## src/rtl/can_irq_pkg.sv

```systemverilog
package can_irq_pkg;

    localparam int CH_N        = 2;
    localparam int SLOT_N      = 16;
    localparam int SLOT_W      = $clog2(SLOT_N);
    localparam int DATA_W      = 16;
    localparam int ADDR_W      = 4;
    localparam int ERRC_W      = 8;
    localparam int REGS_PER_CH = 4;

    // per-channel register offsets inside a channel window
    typedef enum logic [1:0] {
        OFS_SLOT_EN = 2'd0,
        OFS_TX_DONE = 2'd1,
        OFS_RX_DONE = 2'd2,
        OFS_CTRL    = 2'd3
    } ch_ofs_e;

    localparam int SHARED_PEND_ADDR  = CH_N * REGS_PER_CH;
    localparam int ERRCNT_BASE       = SHARED_PEND_ADDR + 1;
    localparam int PEND_ERR_BIT      = 0;
    localparam int PEND_WAKE_BIT     = 1;
    localparam int CTRL_BERR_OFF_BIT = 0;

    typedef struct packed {
        logic wake;
        logic err;
    } shared_pend_t;

    function automatic logic [DATA_W-1:0] errcnt_word(
        input logic [ERRC_W-1:0] tec,
        input logic [ERRC_W-1:0] rec
    );
        logic [DATA_W-1:0] w;
        w = '0;
        w[ERRC_W-1:0]        = rec;
        w[2*ERRC_W-1:ERRC_W] = tec;
        return w;
    endfunction

    function automatic logic [DATA_W-1:0] pend_word(input shared_pend_t p);
        logic [DATA_W-1:0] w;
        w = '0;
        w[PEND_ERR_BIT]  = p.err;
        w[PEND_WAKE_BIT] = p.wake;
        return w;
    endfunction

endpackage

```

## src/rtl/can_slot_tracker.sv

```systemverilog
module can_slot_tracker #(
    parameter int SLOT_N = can_irq_pkg::SLOT_N,
    parameter int SLOT_W = $clog2(SLOT_N)
) (
    input  logic              clk,
    input  logic              rst,
    input  logic              evt,
    input  logic [SLOT_W-1:0] evt_slot,
    input  logic              clr_we,
    input  logic [SLOT_N-1:0] clr_mask,
    input  logic [SLOT_N-1:0] slot_en,
    output logic [SLOT_N-1:0] done_q,
    output logic              req
);

    logic [SLOT_N-1:0] set_vec;
    logic [SLOT_N-1:0] clr_vec;
    logic [SLOT_N-1:0] done_d;

    always_comb begin
        set_vec = evt ? (SLOT_N'(1) << evt_slot) : '0;
        clr_vec = clr_we ? clr_mask : '0;
        // set applied after clear so a same-cycle event survives
        done_d  = (done_q & ~clr_vec) | set_vec;
    end

    always_ff @(posedge clk) begin
        if (rst) done_q <= '0;
        else     done_q <= done_d;
    end

    assign req = |(done_q & slot_en);

    assert_event_recorded_R1: assert property (@(posedge clk) disable iff (rst)
        evt |=> done_q[$past(evt_slot)]);

    assert_idle_hold_R1: assert property (@(posedge clk) disable iff (rst)
        (!evt && !clr_we) |=> $stable(done_q));

    assert_w1c_R3: assert property (@(posedge clk) disable iff (rst)
        (clr_we && !evt) |=> ((done_q & $past(clr_mask)) == '0));

endmodule

```

## src/rtl/can_err_wake.sv

```systemverilog
module can_err_wake #(
    parameter int CH_N = can_irq_pkg::CH_N
) (
    input  logic            clk,
    input  logic            rst,
    input  logic [CH_N-1:0] passive_lvl,
    input  logic [CH_N-1:0] busoff_lvl,
    input  logic [CH_N-1:0] berr_pulse,
    input  logic [CH_N-1:0] berr_mute,
    input  logic [CH_N-1:0] wake_pulse,
    input  logic            low_power,
    input  logic            clr_we,
    input  logic            clr_err,
    input  logic            clr_wake,
    output can_irq_pkg::shared_pend_t pend_q
);
    import can_irq_pkg::*;

    logic [CH_N-1:0] passive_q;
    logic [CH_N-1:0] busoff_q;
    logic            err_set;
    logic            wake_set;
    shared_pend_t    pend_d;

    always_comb begin
        err_set  = |((passive_lvl & ~passive_q) |
                     (busoff_lvl  & ~busoff_q)  |
                     (berr_pulse  & ~berr_mute));
        wake_set = low_power & (|wake_pulse);
        pend_d.err  = err_set  | (pend_q.err  & ~(clr_we & clr_err));
        pend_d.wake = wake_set | (pend_q.wake & ~(clr_we & clr_wake));
    end

    always_ff @(posedge clk) begin
        if (rst) begin
            passive_q <= '0;
            busoff_q  <= '0;
            pend_q    <= '0;
        end else begin
            passive_q <= passive_lvl;
            busoff_q  <= busoff_lvl;
            pend_q    <= pend_d;
        end
    end

    for (genvar c = 0; c < CH_N; c++) begin : g_chk
        assert_passive_entry_R4: assert property (@(posedge clk) disable iff (rst)
            $rose(passive_lvl[c]) |=> pend_q.err);
        assert_busoff_entry_R4: assert property (@(posedge clk) disable iff (rst)
            $rose(busoff_lvl[c]) |=> pend_q.err);
        assert_berr_unmuted_R5: assert property (@(posedge clk) disable iff (rst)
            (berr_pulse[c] && !berr_mute[c]) |=> pend_q.err);
    end

    assert_wake_set_R6: assert property (@(posedge clk) disable iff (rst)
        (low_power && (|wake_pulse)) |=> pend_q.wake);

    assert_wake_ignored_R6: assert property (@(posedge clk) disable iff (rst)
        (!low_power && !pend_q.wake) |=> !pend_q.wake);

endmodule

```

## src/rtl/can_irq_agg.sv

```systemverilog
module can_irq_agg #(
    parameter int CH_N   = can_irq_pkg::CH_N,
    parameter int SLOT_N = can_irq_pkg::SLOT_N,
    parameter int DATA_W = can_irq_pkg::DATA_W,
    parameter int ADDR_W = can_irq_pkg::ADDR_W,
    parameter int ERRC_W = can_irq_pkg::ERRC_W
) (
    input  logic                   clk,
    input  logic                   rst,
    input  logic [CH_N-1:0]        tx_done,
    input  logic [CH_N*$clog2(SLOT_N)-1:0] tx_slot,
    input  logic [CH_N-1:0]        rx_done,
    input  logic [CH_N*$clog2(SLOT_N)-1:0] rx_slot,
    input  logic [CH_N-1:0]        err_passive,
    input  logic [CH_N-1:0]        bus_off,
    input  logic [CH_N-1:0]        bus_err,
    input  logic [CH_N-1:0]        wake_evt,
    input  logic                   low_power,
    input  logic [CH_N*ERRC_W-1:0] rx_err_cnt,
    input  logic [CH_N*ERRC_W-1:0] tx_err_cnt,
    input  logic [ADDR_W-1:0]      reg_addr,
    input  logic                   reg_we,
    input  logic [DATA_W-1:0]      reg_wdata,
    output logic [DATA_W-1:0]      reg_rdata,
    output logic [CH_N-1:0]        irq_tx,
    output logic [CH_N-1:0]        irq_rx,
    output logic                   irq_err,
    output logic                   irq_wake
);
    import can_irq_pkg::*;

    localparam int SW       = $clog2(SLOT_N);
    localparam int PEND_ADR = CH_N * REGS_PER_CH;
    localparam int CNT_ADR  = PEND_ADR + 1;

    logic [SLOT_N-1:0] slot_en  [CH_N];
    logic [SLOT_N-1:0] tx_st    [CH_N];
    logic [SLOT_N-1:0] rx_st    [CH_N];
    logic [CH_N-1:0]   berr_off;
    shared_pend_t      pend;

    for (genvar c = 0; c < CH_N; c++) begin : g_ch
        localparam int BASE = c * REGS_PER_CH;

        logic wr_en_reg, wr_tx, wr_rx, wr_ctrl;

        always_comb begin
            wr_en_reg = reg_we && (reg_addr == ADDR_W'(BASE + int'(OFS_SLOT_EN)));
            wr_tx     = reg_we && (reg_addr == ADDR_W'(BASE + int'(OFS_TX_DONE)));
            wr_rx     = reg_we && (reg_addr == ADDR_W'(BASE + int'(OFS_RX_DONE)));
            wr_ctrl   = reg_we && (reg_addr == ADDR_W'(BASE + int'(OFS_CTRL)));
        end

        always_ff @(posedge clk) begin
            if (rst) begin
                slot_en[c]  <= '0;
                berr_off[c] <= 1'b0;
            end else begin
                if (wr_en_reg) slot_en[c]  <= reg_wdata[SLOT_N-1:0];
                if (wr_ctrl)   berr_off[c] <= reg_wdata[CTRL_BERR_OFF_BIT];
            end
        end

        can_slot_tracker #(.SLOT_N(SLOT_N), .SLOT_W(SW)) u_tx_trk (
            .clk      (clk),
            .rst      (rst),
            .evt      (tx_done[c]),
            .evt_slot (tx_slot[c*SW +: SW]),
            .clr_we   (wr_tx),
            .clr_mask (reg_wdata[SLOT_N-1:0]),
            .slot_en  (slot_en[c]),
            .done_q   (tx_st[c]),
            .req      (irq_tx[c])
        );

        can_slot_tracker #(.SLOT_N(SLOT_N), .SLOT_W(SW)) u_rx_trk (
            .clk      (clk),
            .rst      (rst),
            .evt      (rx_done[c]),
            .evt_slot (rx_slot[c*SW +: SW]),
            .clr_we   (wr_rx),
            .clr_mask (reg_wdata[SLOT_N-1:0]),
            .slot_en  (slot_en[c]),
            .done_q   (rx_st[c]),
            .req      (irq_rx[c])
        );
    end

    logic pend_wr;
    assign pend_wr = reg_we && (reg_addr == ADDR_W'(PEND_ADR));

    can_err_wake #(.CH_N(CH_N)) u_err_wake (
        .clk         (clk),
        .rst         (rst),
        .passive_lvl (err_passive),
        .busoff_lvl  (bus_off),
        .berr_pulse  (bus_err),
        .berr_mute   (berr_off),
        .wake_pulse  (wake_evt),
        .low_power   (low_power),
        .clr_we      (pend_wr),
        .clr_err     (reg_wdata[PEND_ERR_BIT]),
        .clr_wake    (reg_wdata[PEND_WAKE_BIT]),
        .pend_q      (pend)
    );

    assign irq_err  = pend.err;
    assign irq_wake = pend.wake;

    always_comb begin
        reg_rdata = '0;
        for (int c = 0; c < CH_N; c++) begin
            if (reg_addr == ADDR_W'(c*REGS_PER_CH + int'(OFS_SLOT_EN)))
                reg_rdata = DATA_W'(slot_en[c]);
            if (reg_addr == ADDR_W'(c*REGS_PER_CH + int'(OFS_TX_DONE)))
                reg_rdata = DATA_W'(tx_st[c]);
            if (reg_addr == ADDR_W'(c*REGS_PER_CH + int'(OFS_RX_DONE)))
                reg_rdata = DATA_W'(rx_st[c]);
            if (reg_addr == ADDR_W'(c*REGS_PER_CH + int'(OFS_CTRL)))
                reg_rdata = DATA_W'(berr_off[c]) << CTRL_BERR_OFF_BIT;
            if (reg_addr == ADDR_W'(CNT_ADR + c))
                reg_rdata = errcnt_word(tx_err_cnt[c*ERRC_W +: ERRC_W],
                                        rx_err_cnt[c*ERRC_W +: ERRC_W]);
        end
        if (reg_addr == ADDR_W'(PEND_ADR))
            reg_rdata = pend_word(pend);
    end

    assert_req_needs_enable_R2: assert property (@(posedge clk) disable iff (rst)
        (slot_en[0] == '0) |-> !irq_tx[0] && !irq_rx[0]);

    assert_err_sticky_R7: assert property (@(posedge clk) disable iff (rst)
        (irq_err && !pend_wr) |=> irq_err);

endmodule

```

## config.mk

```make
export PLATFORM = sky130hd
export DESIGN_NAME = can_irq_agg
export DESIGN_NICKNAME = d
export VERILOG_FILES = /design/src/rtl/can_irq_pkg.sv /design/src/rtl/can_slot_tracker.sv /design/src/rtl/can_err_wake.sv /design/src/rtl/can_irq_agg.sv
export SDC_FILE = /design/constraint.sdc
export NUM_CORES = 1
export LEC_CHECK = 0
export ABC_AREA = 1
export CORE_ASPECT_RATIO = 0.9
export CORE_MARGIN = 3
export CORE_UTILIZATION = 23
export DETAILED_ROUTE_END_ITERATION = 12
export DONT_BUFFER_PORTS = 1
export PLACE_DENSITY = 0.37
export SLEW_MARGIN = 20
export SYNTH_ARGS = -nofsm -noshare
export SYNTH_HDL_FRONTEND = slang
export SYNTH_SLANG_ARGS = --single-unit
```

## constraint.sdc

```tcl
create_clock -name clk -period 2.85 [get_ports clk]
set_clock_uncertainty 0.15 [all_clocks]
set_input_delay 0.57 -clock clk [delete_from_list [all_inputs] [get_ports clk]]
set_output_delay 0.57 -clock clk [all_outputs]
set_load 0.005 [all_outputs]
```

==> out/qor.json, run 1 <==
{
  "fmax": {"value": 0.401, "unit": "GHz"},
  "critPathMaxStageDelay": {"value": 0.50, "unit": "ns"},
  "rsz0062_at_grt": {"value": "false"},
  "cp_data_required_time": {"value": 2.13, "unit": "ns"},
  "detail_route.first_pass.iterations": {"value": 4},
  "vias": {"value": 5176},
  "setup_viol": {"value": 0},
  "commonest_cells_after_routing_fill_and_taps_aside": {"value": "217 x nand2_1, 88 x inv_1, 87 x a21oi_1"},
  "cts_made_buffers": {"value": 9},
  "worstSetupPathType": {"value": "register to output pin"},
  "synth_compound_area_frac": {"value": 0.197},
  "setup_tns": {"value": 0, "unit": "ns"},
  "antenna_found_initial": {"value": 2},
  "slew_viol_final": {"value": 0},
  "class_of_the_tightest_hold_or_removal_check": {"value": "input port to register"},
  "ioPinCount": {"value": 106},
  "floorplan.die.height": {"value": 153, "unit": "microns"},
  "grt.overflow.total": {"value": 0},
  "viasPerCell": {"value": 4.77},
  "timing.critical_path.fanout_max": {"value": 3},
  "clockBufferDepth": {"value": 2},
  "yosysSeqAreaShare": {"value": 0.436},
  "gpl.final_weighted_congestion": {"value": 0.816},
  "ant_nets": {"value": 0},
  "startpoint_type": {"value": "register"},
  "first_global_vias": {"value": 5126},
  "synth_top_family_by_area": {"value": "simple AND/OR/NAND/NOR gates"},
  "post_synth_inst_count": {"value": 787},
  "tritoncts": {"value": "built"},
  "clockRootBuffer": {"value": "clkbuf_16"},
  "crit_path_time_final": {"value": 2.49, "unit": "ns"},
  "total_leakage_power": {"value": 2.34, "unit": "nW"},
  "synth.distinct_cells": {"value": 31},
  "hold_violations": {"value": 0},
  "floorplan.initialDensity": {"value": 0.235},
  "detail_route.wl_per_cell": {"value": 19.7, "unit": "microns"},
  "peakVddDrop": {"value": 271, "unit": "uV"},
  "status": {"value": "finished, final reports clean"},
  "grt_max_degree": {"value": 72},
  "cp_slowest_cell": {"value": "nor4_1"},
  "max-slew-margin-rel": {"value": 0.611},
  "final.period_utilization": {"value": 0.875},
  "synth-simple-area-share": {"value": 0.275},
  "design.die.area": {"value": 25900, "unit": "sq um"},
  "insertion_delay": {"value": 0.35, "unit": "ns"},
  "htree_levels": {"value": 3},
  "cp.arrival": {"value": 1.77, "unit": "ns"},
  "post_synth_fa_ha_maj_area_fraction": {"value": 0},
  "post_cts_resized": {"value": 0},
  "path_clk_slew": {"value": 0.07, "unit": "ns"},
  "critical_path.n_buffers_inverters": {"value": 0},
  "post_cts.repair.setup_buffers": {"value": 0},
  "synth_area": {"value": 5510, "unit": "sq um"},
  "post_synthesis_mux_area_share": {"value": 0},
  "synth_xor_xnor_area_share": {"value": 0},
  "standard_cell_row_count": {"value": 53},
  "detailedPlacementHpwl": {"value": 17000, "unit": "microns"},
  "route.detailed.drc": {"value": 0},
  "pwr_per_cell_area": {"value": 555, "unit": "nW/um^2"},
  "tightest_pin_transition": {"value": 0.578, "unit": "ns"},
  "path_delay_family": {"value": "simple AND/OR/NAND/NOR gates"},
  "power": {"value": 3.42, "unit": "mW"},
  "drtIter0Drc": {"value": 303},
  "share_of_post_route_cells_with_drive_strength_above_1": {"value": 0.0587},
  "drv.max_cap_violation_count": {"value": 0},
  "timing.critical_path.cells": {"value": "a22o_1, nor4_1, nand3_1"},
  "wirelength": {"value": 21400, "unit": "microns"},
  "layout.cells.most_common": {"value": "nand2_1"},
  "antenna_cells": {"value": 0},
  "ys.warnings.count": {"value": 0},
  "ctsHoldBuffers": {"value": 0},
  "clkSinkCount": {"value": 104},
  "placeableCoreArea": {"value": 23500, "unit": "sq um"},
  "postSynthRegisterBits": {"value": 104},
  "mappedNetlistNets": {"value": 871},
  "port_buffers": {"value": 0},
  "grt_pass1_wl": {"value": 32000, "unit": "microns"},
  "postLayoutCoreUtil": {"value": 0.263},
  "area_delta_synth_final": {"value": 11.9, "unit": "%"},
  "layout.nets": {"value": 863},
  "grt_usage": {"value": 0.165},
  "die_width": {"value": 169, "unit": "microns"},
  "setup.worst_path.end_class": {"value": "output pin"},
  "avgSynthCellArea": {"value": 7.00, "unit": "sq um"}
}
==> worst reg2reg max path: stages (launching register included) <==
cell and delay, ns:
dfxtp_1 0.30, o22ai_1 0.17, a21oi_1 0.07, a31oi_1 0.16
==> per-layer routing <==
| layer | vias to the layer above | GRT usage | share of wire |
|---|---|---|---|
| met5 | - | 0 | 0.0013 |
| met2 | 138 | 0.250 | 0.44 |
| met1 | 2418 | 0.232 | 0.48 |
| met3 | 20 | 0.0517 | 0.068 |
| met4 | 4 | 0.0319 | 0.011 |
| li1 | 2596 | - | - |
==> power breakdown <==
part / internal [mW] / total (mW) / switching (mW)
clock: 0.939 / 1.53 / 0.594
combinational: 0.0738 / 0.270 / 0.197
sequential: 1.58 / 1.62 / 0.0425
==> cells in the mapped netlist, drive strengths merged <==
library cell	number	area [sq um]
nand2	224	863
inv	93	349
o21ai	88	440
a21oi	87	435
dfxtp	72	1440
nor2	66	280
nor3	35	180
edfxtp	32	961
nand3	18	100
buf	17	109
nand4	13	81.3
o22ai	13	81.3
clkbuf	10	37.5
a221oi	7	61.3
a22o	3	26.3
o2111ai	3	26.3
clkinv	2	10.0
a211oi	1	7.51
a31oi	1	6.26
nor4	1	6.26
or2	1	6.26
==> registers in the layout (all words and copies together), names as in the netlist <==
signal	flops
u_err_wake.passive_q	2
berr_off	2
slot_en	32
g_ch.u_tx_trk.done_q	32
u_err_wake.pend_q	2
g_ch.u_rx_trk.done_q	32
u_err_wake.busoff_q	2
==> kinds of logic after synthesis <==
group / Yosys count
AOI/OAI and AO/OA: 203
buffers and inverters: 122
DFF: 104
and+or+nand+nor: 358
==> worst paths after layout <==
kind	from	endpoint	slack, ns	cells after the start
min reg2reg	g_ch[1].u_tx_trk.done_q[10]	g_ch[1].u_tx_trk.done_q[10]	0.32	2
max reg2reg	u_err_wake.passive_q[0]	u_err_wake.pend_q[0]	1.94	3
max	slot_en[1][5]	irq_tx[1]	0.36	3
min	rst	u_err_wake.pend_q[0]	0.12	1
==> stage by stage <==
step                      setup WS (ns)  cells  hold slack, ns  area, sq um
final                             0.356   1086           0.125         6170
after global routing              0.154   1086           0.113         6170
after CTS                         0.316   1086           0.113         6170
after detailed placement          0.357   1070           0.308         5800
after global placement            0.362   1070           0.307         5800
after floorplan                   0.204    787           0.294         5510
==> area by class of cell <==
cell class / instances / area (sq um)
clock inverter: 4 / 98.8
multi-input combinational: 561 / 2600
sequential: 104 / 2400
timing repair buffer: 8 / 60.1
fill: 2687 / 17300
inverter: 95 / 359
clock buffer: 12 / 268
tap: 302 / 378
Note: power is estimated with default switching activity, not from simulation.
==> run 2: changes to the inputs <==
--- a/config.mk
+++ b/config.mk
@@ -11,6 +11,7 @@
 export CORE_UTILIZATION = 23
 export DETAILED_ROUTE_END_ITERATION = 12
 export DONT_BUFFER_PORTS = 1
+export GPL_ROUTABILITY_DRIVEN = 0
 export PLACE_DENSITY = 0.37
 export SLEW_MARGIN = 20
 export SYNTH_ARGS = -nofsm -noshare
==> results of run 2 <==
Final layout, timing and power as in run 1 (identical DEF).
==> run 3: changes to the inputs <==
--- a/config.mk
+++ b/config.mk
@@ -12,7 +12,7 @@
 export DETAILED_ROUTE_END_ITERATION = 12
 export DONT_BUFFER_PORTS = 1
 export GPL_ROUTABILITY_DRIVEN = 0
-export PLACE_DENSITY = 0.37
+export PLACE_DENSITY = 0.36
 export SLEW_MARGIN = 20
 export SYNTH_ARGS = -nofsm -noshare
 export SYNTH_HDL_FRONTEND = slang
==> constraint.sdc (replaced) <==
create_clock -name clk -period 3 [get_ports clk]
set_clock_uncertainty 0.15 [all_clocks]
set_input_delay 0.6 -clock clk [delete_from_list [all_inputs] [get_ports clk]]
set_output_delay 0.6 -clock clk [all_outputs]
set_load 0.005 [all_outputs]
==> run 3 against run 2 <==
  * Critical path depth grew 5
  * Final cell count shrank 0.18%
  * Register-to-register slack gained 0.14 ns
  * Clock-buffer cell count shrank 2
  * Global-route usage grew 0.45 points
  * Largest power group unchanged
==> out/qor.json, run 3 (same netlist as run 1, synthesis figures left out) <==
{
  "status": {"value": "finished, final reports clean"},
  "pwr-share-clk": {"value": 0.406, "change": "-0.042"},
  "vias": {"value": 5191, "change": "+0.29%"},
  "placeableCoreArea": {"value": 23500, "unit": "sq um", "change": "unchanged"},
  "viasPerCell": {"value": 4.79, "change": "+0.47%"},
  "grt_max_degree": {"value": 72, "change": "unchanged"},
  "insertion_delay": {"value": 0.36, "unit": "ns", "change": "about the same"},
  "worst_reg2reg_path_length_in_cells": {"value": 3, "change": "unchanged"},
  "hold_violations": {"value": 0, "change": "unchanged"},
  "critPathMaxStageDelay": {"value": 0.38, "unit": "ns", "change": "-0.12 ns"},
  "max-slew-margin-rel": {"value": 0.509, "change": "-0.102"},
  "internal_power": {"value": 2.23, "unit": "mW", "change": "-14%"},
  "wirelength": {"value": 22000, "unit": "microns", "change": "+2.8%"},
  "power": {"value": 3.03, "unit": "mW", "change": "-12%"},
  "design.die.area": {"value": 25900, "unit": "sq um", "change": "unchanged"},
  "timing.critical_path.cells": {"value": "inv_1, nor2_1, inv_1, nor2_4, nand2_1, nand3_1, nor2_1, o21ai_0"},
  "drv.max_cap_violation_count": {"value": 0, "change": "unchanged"},
  "slew_viol_final": {"value": 0, "change": "unchanged"},
  "layout.nets": {"value": 861, "change": "-0.23%"},
  "timing.critical_path.fanout_max": {"value": 13, "change": "+10"},
  "peakVddDrop": {"value": 280, "unit": "uV", "change": "+3.4%"},
  "worst-path-stages": {"value": 8, "change": "+5"},
  "biggestRegsByFlops": {"value": "g_ch.u_rx_trk.done_q: 32 flops, g_ch.u_tx_trk.done_q: 32 flops, slot_en: 32 flops"},
  "clkSinkCount": {"value": 104, "change": "unchanged"},
  "final.period_utilization": {"value": 0.892},
  "drtIter0Drc": {"value": 373, "change": "+23%"},
  "detail_route.first_pass.iterations": {"value": 5, "change": "+1"},
  "path_clk_slew": {"value": 0.07, "unit": "ns", "change": "about the same"},
  "setup_viol": {"value": 0, "change": "unchanged"},
  "area_delta_synth_final": {"value": 10.4, "unit": "%"},
  "class_of_the_tightest_hold_or_removal_check": {"value": "input port to register"},
  "clockRootBuffer": {"value": "clkbuf_16"},
  "first_global_vias": {"value": 5227, "change": "+2.0%"},
  "ant_nets": {"value": 0, "change": "unchanged"},
  "clockBufferDepth": {"value": 2, "change": "unchanged"},
  "comb_power_share": {"value": 0.086, "change": "+0.007"},
  "floorplan.die.height": {"value": 153, "unit": "microns", "change": "unchanged"},
  "ctsHoldBuffers": {"value": 0, "change": "unchanged"},
  "floorplan.initialDensity": {"value": 0.235, "change": "unchanged"},
  "post_cts_resized": {"value": 0, "change": "unchanged"},
  "antenna_found_initial": {"value": 0, "change": "-2"},
  "cp_data_required_time": {"value": 2.25, "unit": "ns", "change": "+0.12 ns"},
  "antenna_cells": {"value": 0, "change": "unchanged"},
  "commonest_cells_after_routing_fill_and_taps_aside": {"value": "217 x nand2_1, 88 x inv_1, 87 x a21oi_1"},
  "rsz0062_at_grt": {"value": "false"},
  "worstSetupPathType": {"value": "input port to output pin"},
  "post_cts.repair.setup_buffers": {"value": 0, "change": "unchanged"},
  "critical_path.n_buffers_inverters": {"value": 2, "change": "+2"},
  "proportion_of_power_drawn_by_flip_flops_and_latches": {"value": 0.509, "change": "+0.036"},
  "total_leakage_power": {"value": 2.30, "unit": "nW", "change": "-1.7%"},
  "port_buffers": {"value": 0, "change": "unchanged"},
  "power_switching_share": {"value": 0.263, "change": "+0.0192"},
  "cp.arrival": {"value": 1.93, "unit": "ns", "change": "+0.16 ns"},
  "startpoint_type": {"value": "input port"},
  "postLayoutCoreUtil": {"value": 0.259, "change": "-0.00362"},
  "grt_pass1_wl": {"value": 32700, "unit": "microns", "change": "+2.3%"},
  "fmax": {"value": 0.374, "unit": "GHz"},
  "p_sw": {"value": 0.795, "unit": "mW", "change": "-4.5%"},
  "route.detailed.drc": {"value": 0, "change": "unchanged"},
  "crit_path_time_final": {"value": 2.68, "unit": "ns"},
  "ioPinCount": {"value": 106, "change": "unchanged"},
  "standard_cell_row_count": {"value": 53, "change": "unchanged"},
  "detail_route.wl_per_cell": {"value": 20.3, "unit": "microns", "change": "+3.0%"},
  "layout.cells.most_common": {"value": "nand2_1"},
  "whs_path_depth": {"value": 1, "change": "unchanged"},
  "tightest_pin_transition": {"value": 0.730, "unit": "ns", "change": "+0.152 ns"},
  "htree_levels": {"value": 3, "change": "unchanged"},
  "grt_usage": {"value": 0.169, "change": "+0.00452"},
  "pwr_per_cell_area": {"value": 498, "unit": "nW/um^2", "change": "-10%"},
  "cp_slowest_cell": {"value": "o21ai_0"},
  "cts_made_buffers": {"value": 9, "change": "unchanged"},
  "share_of_post_route_cells_with_drive_strength_above_1": {"value": 0.0563, "change": "-0.00241"},
  "grt.overflow.total": {"value": 0, "change": "unchanged"},
  "tritoncts": {"value": "built"},
  "detailedPlacementHpwl": {"value": 17400, "unit": "microns", "change": "+2.4%"},
  "setup.worst_path.end_class": {"value": "output pin"},
  "path_delay_family": {"value": "simple AND/OR/NAND/NOR gates"},
  "die_width": {"value": 169, "unit": "microns", "change": "unchanged"},
  "setup_tns": {"value": 0, "unit": "ns", "change": "unchanged"}
}
-- run 3: path summary, 6_finish.rpt --
| path | start | end | slack [ns] |
|---|---|---|---|
| setup / recovery | reg_addr[2] | reg_rdata[9] | 0.32 |
| hold / removal | rst | u_err_wake.pend_q[0] | 0.15 |
| setup reg to reg | u_err_wake.passive_q[0] | u_err_wake.pend_q[0] | 2.08 |
| hold reg to reg | g_ch[1].u_rx_trk.done_q[6] | g_ch[1].u_rx_trk.done_q[6] | 0.32 |
-- run 3: cell type report --
type                       instances  area, sq um
fill                            2674        17400
multi-input combinational        561         2600
sequential                       104         2400
tap                              302          378
inverter                          95          359
clock buffer                      10          239
clock inverter                     6         57.6
timing repair buffer               6         45.0
-- run 3: worst register-to-register path, cell delays in order (launching register included) --
cell and delay, ns:
dfxtp_1 0.30, o22ai_1 0.18, a21oi_1 0.07, a31oi_1 0.16
-- run 3: stage by stage --
stage / instance area [sq um] / std cells / hold WS, ns / worst slack [ns]
3_3_place_gp: 5790 / 1068 / 0.311 / 0.422
5_1_grt: 6080 / 1084 / 0.133 / 0.163
4_1_cts: 6080 / 1084 / 0.142 / 0.373
6_report: 6080 / 1084 / 0.151 / 0.323
2_1_floorplan: 5510 / 787 / 0.294 / 0.324
3_5_place_dp: 5790 / 1068 / 0.311 / 0.387
-- run 3: routing by layer --
layer / GRT usage / share of wire / wire, microns
met1: 0.240 / 0.49 / 10700
met5: 0 / 0 / 0
met3: 0.0512 / 0.069 / 1520
met2: 0.258 / 0.44 / 9600
met4: 0.0280 / 0.0086 / 189
-- run 3: power groups by stage --
stage | Clock [mW] | Combinational [mW] | Sequential (mW)
final | 1.23 | 0.259 | 1.54
after global routing | 1.31 | 0.293 | 1.55
after CTS | 1.25 | 0.265 | 1.54
after detailed placement | 0 | 0.264 | 1.57
after global placement | 0 | 0.266 | 1.58
after floorplan | 0 | 0.199 | 1.55
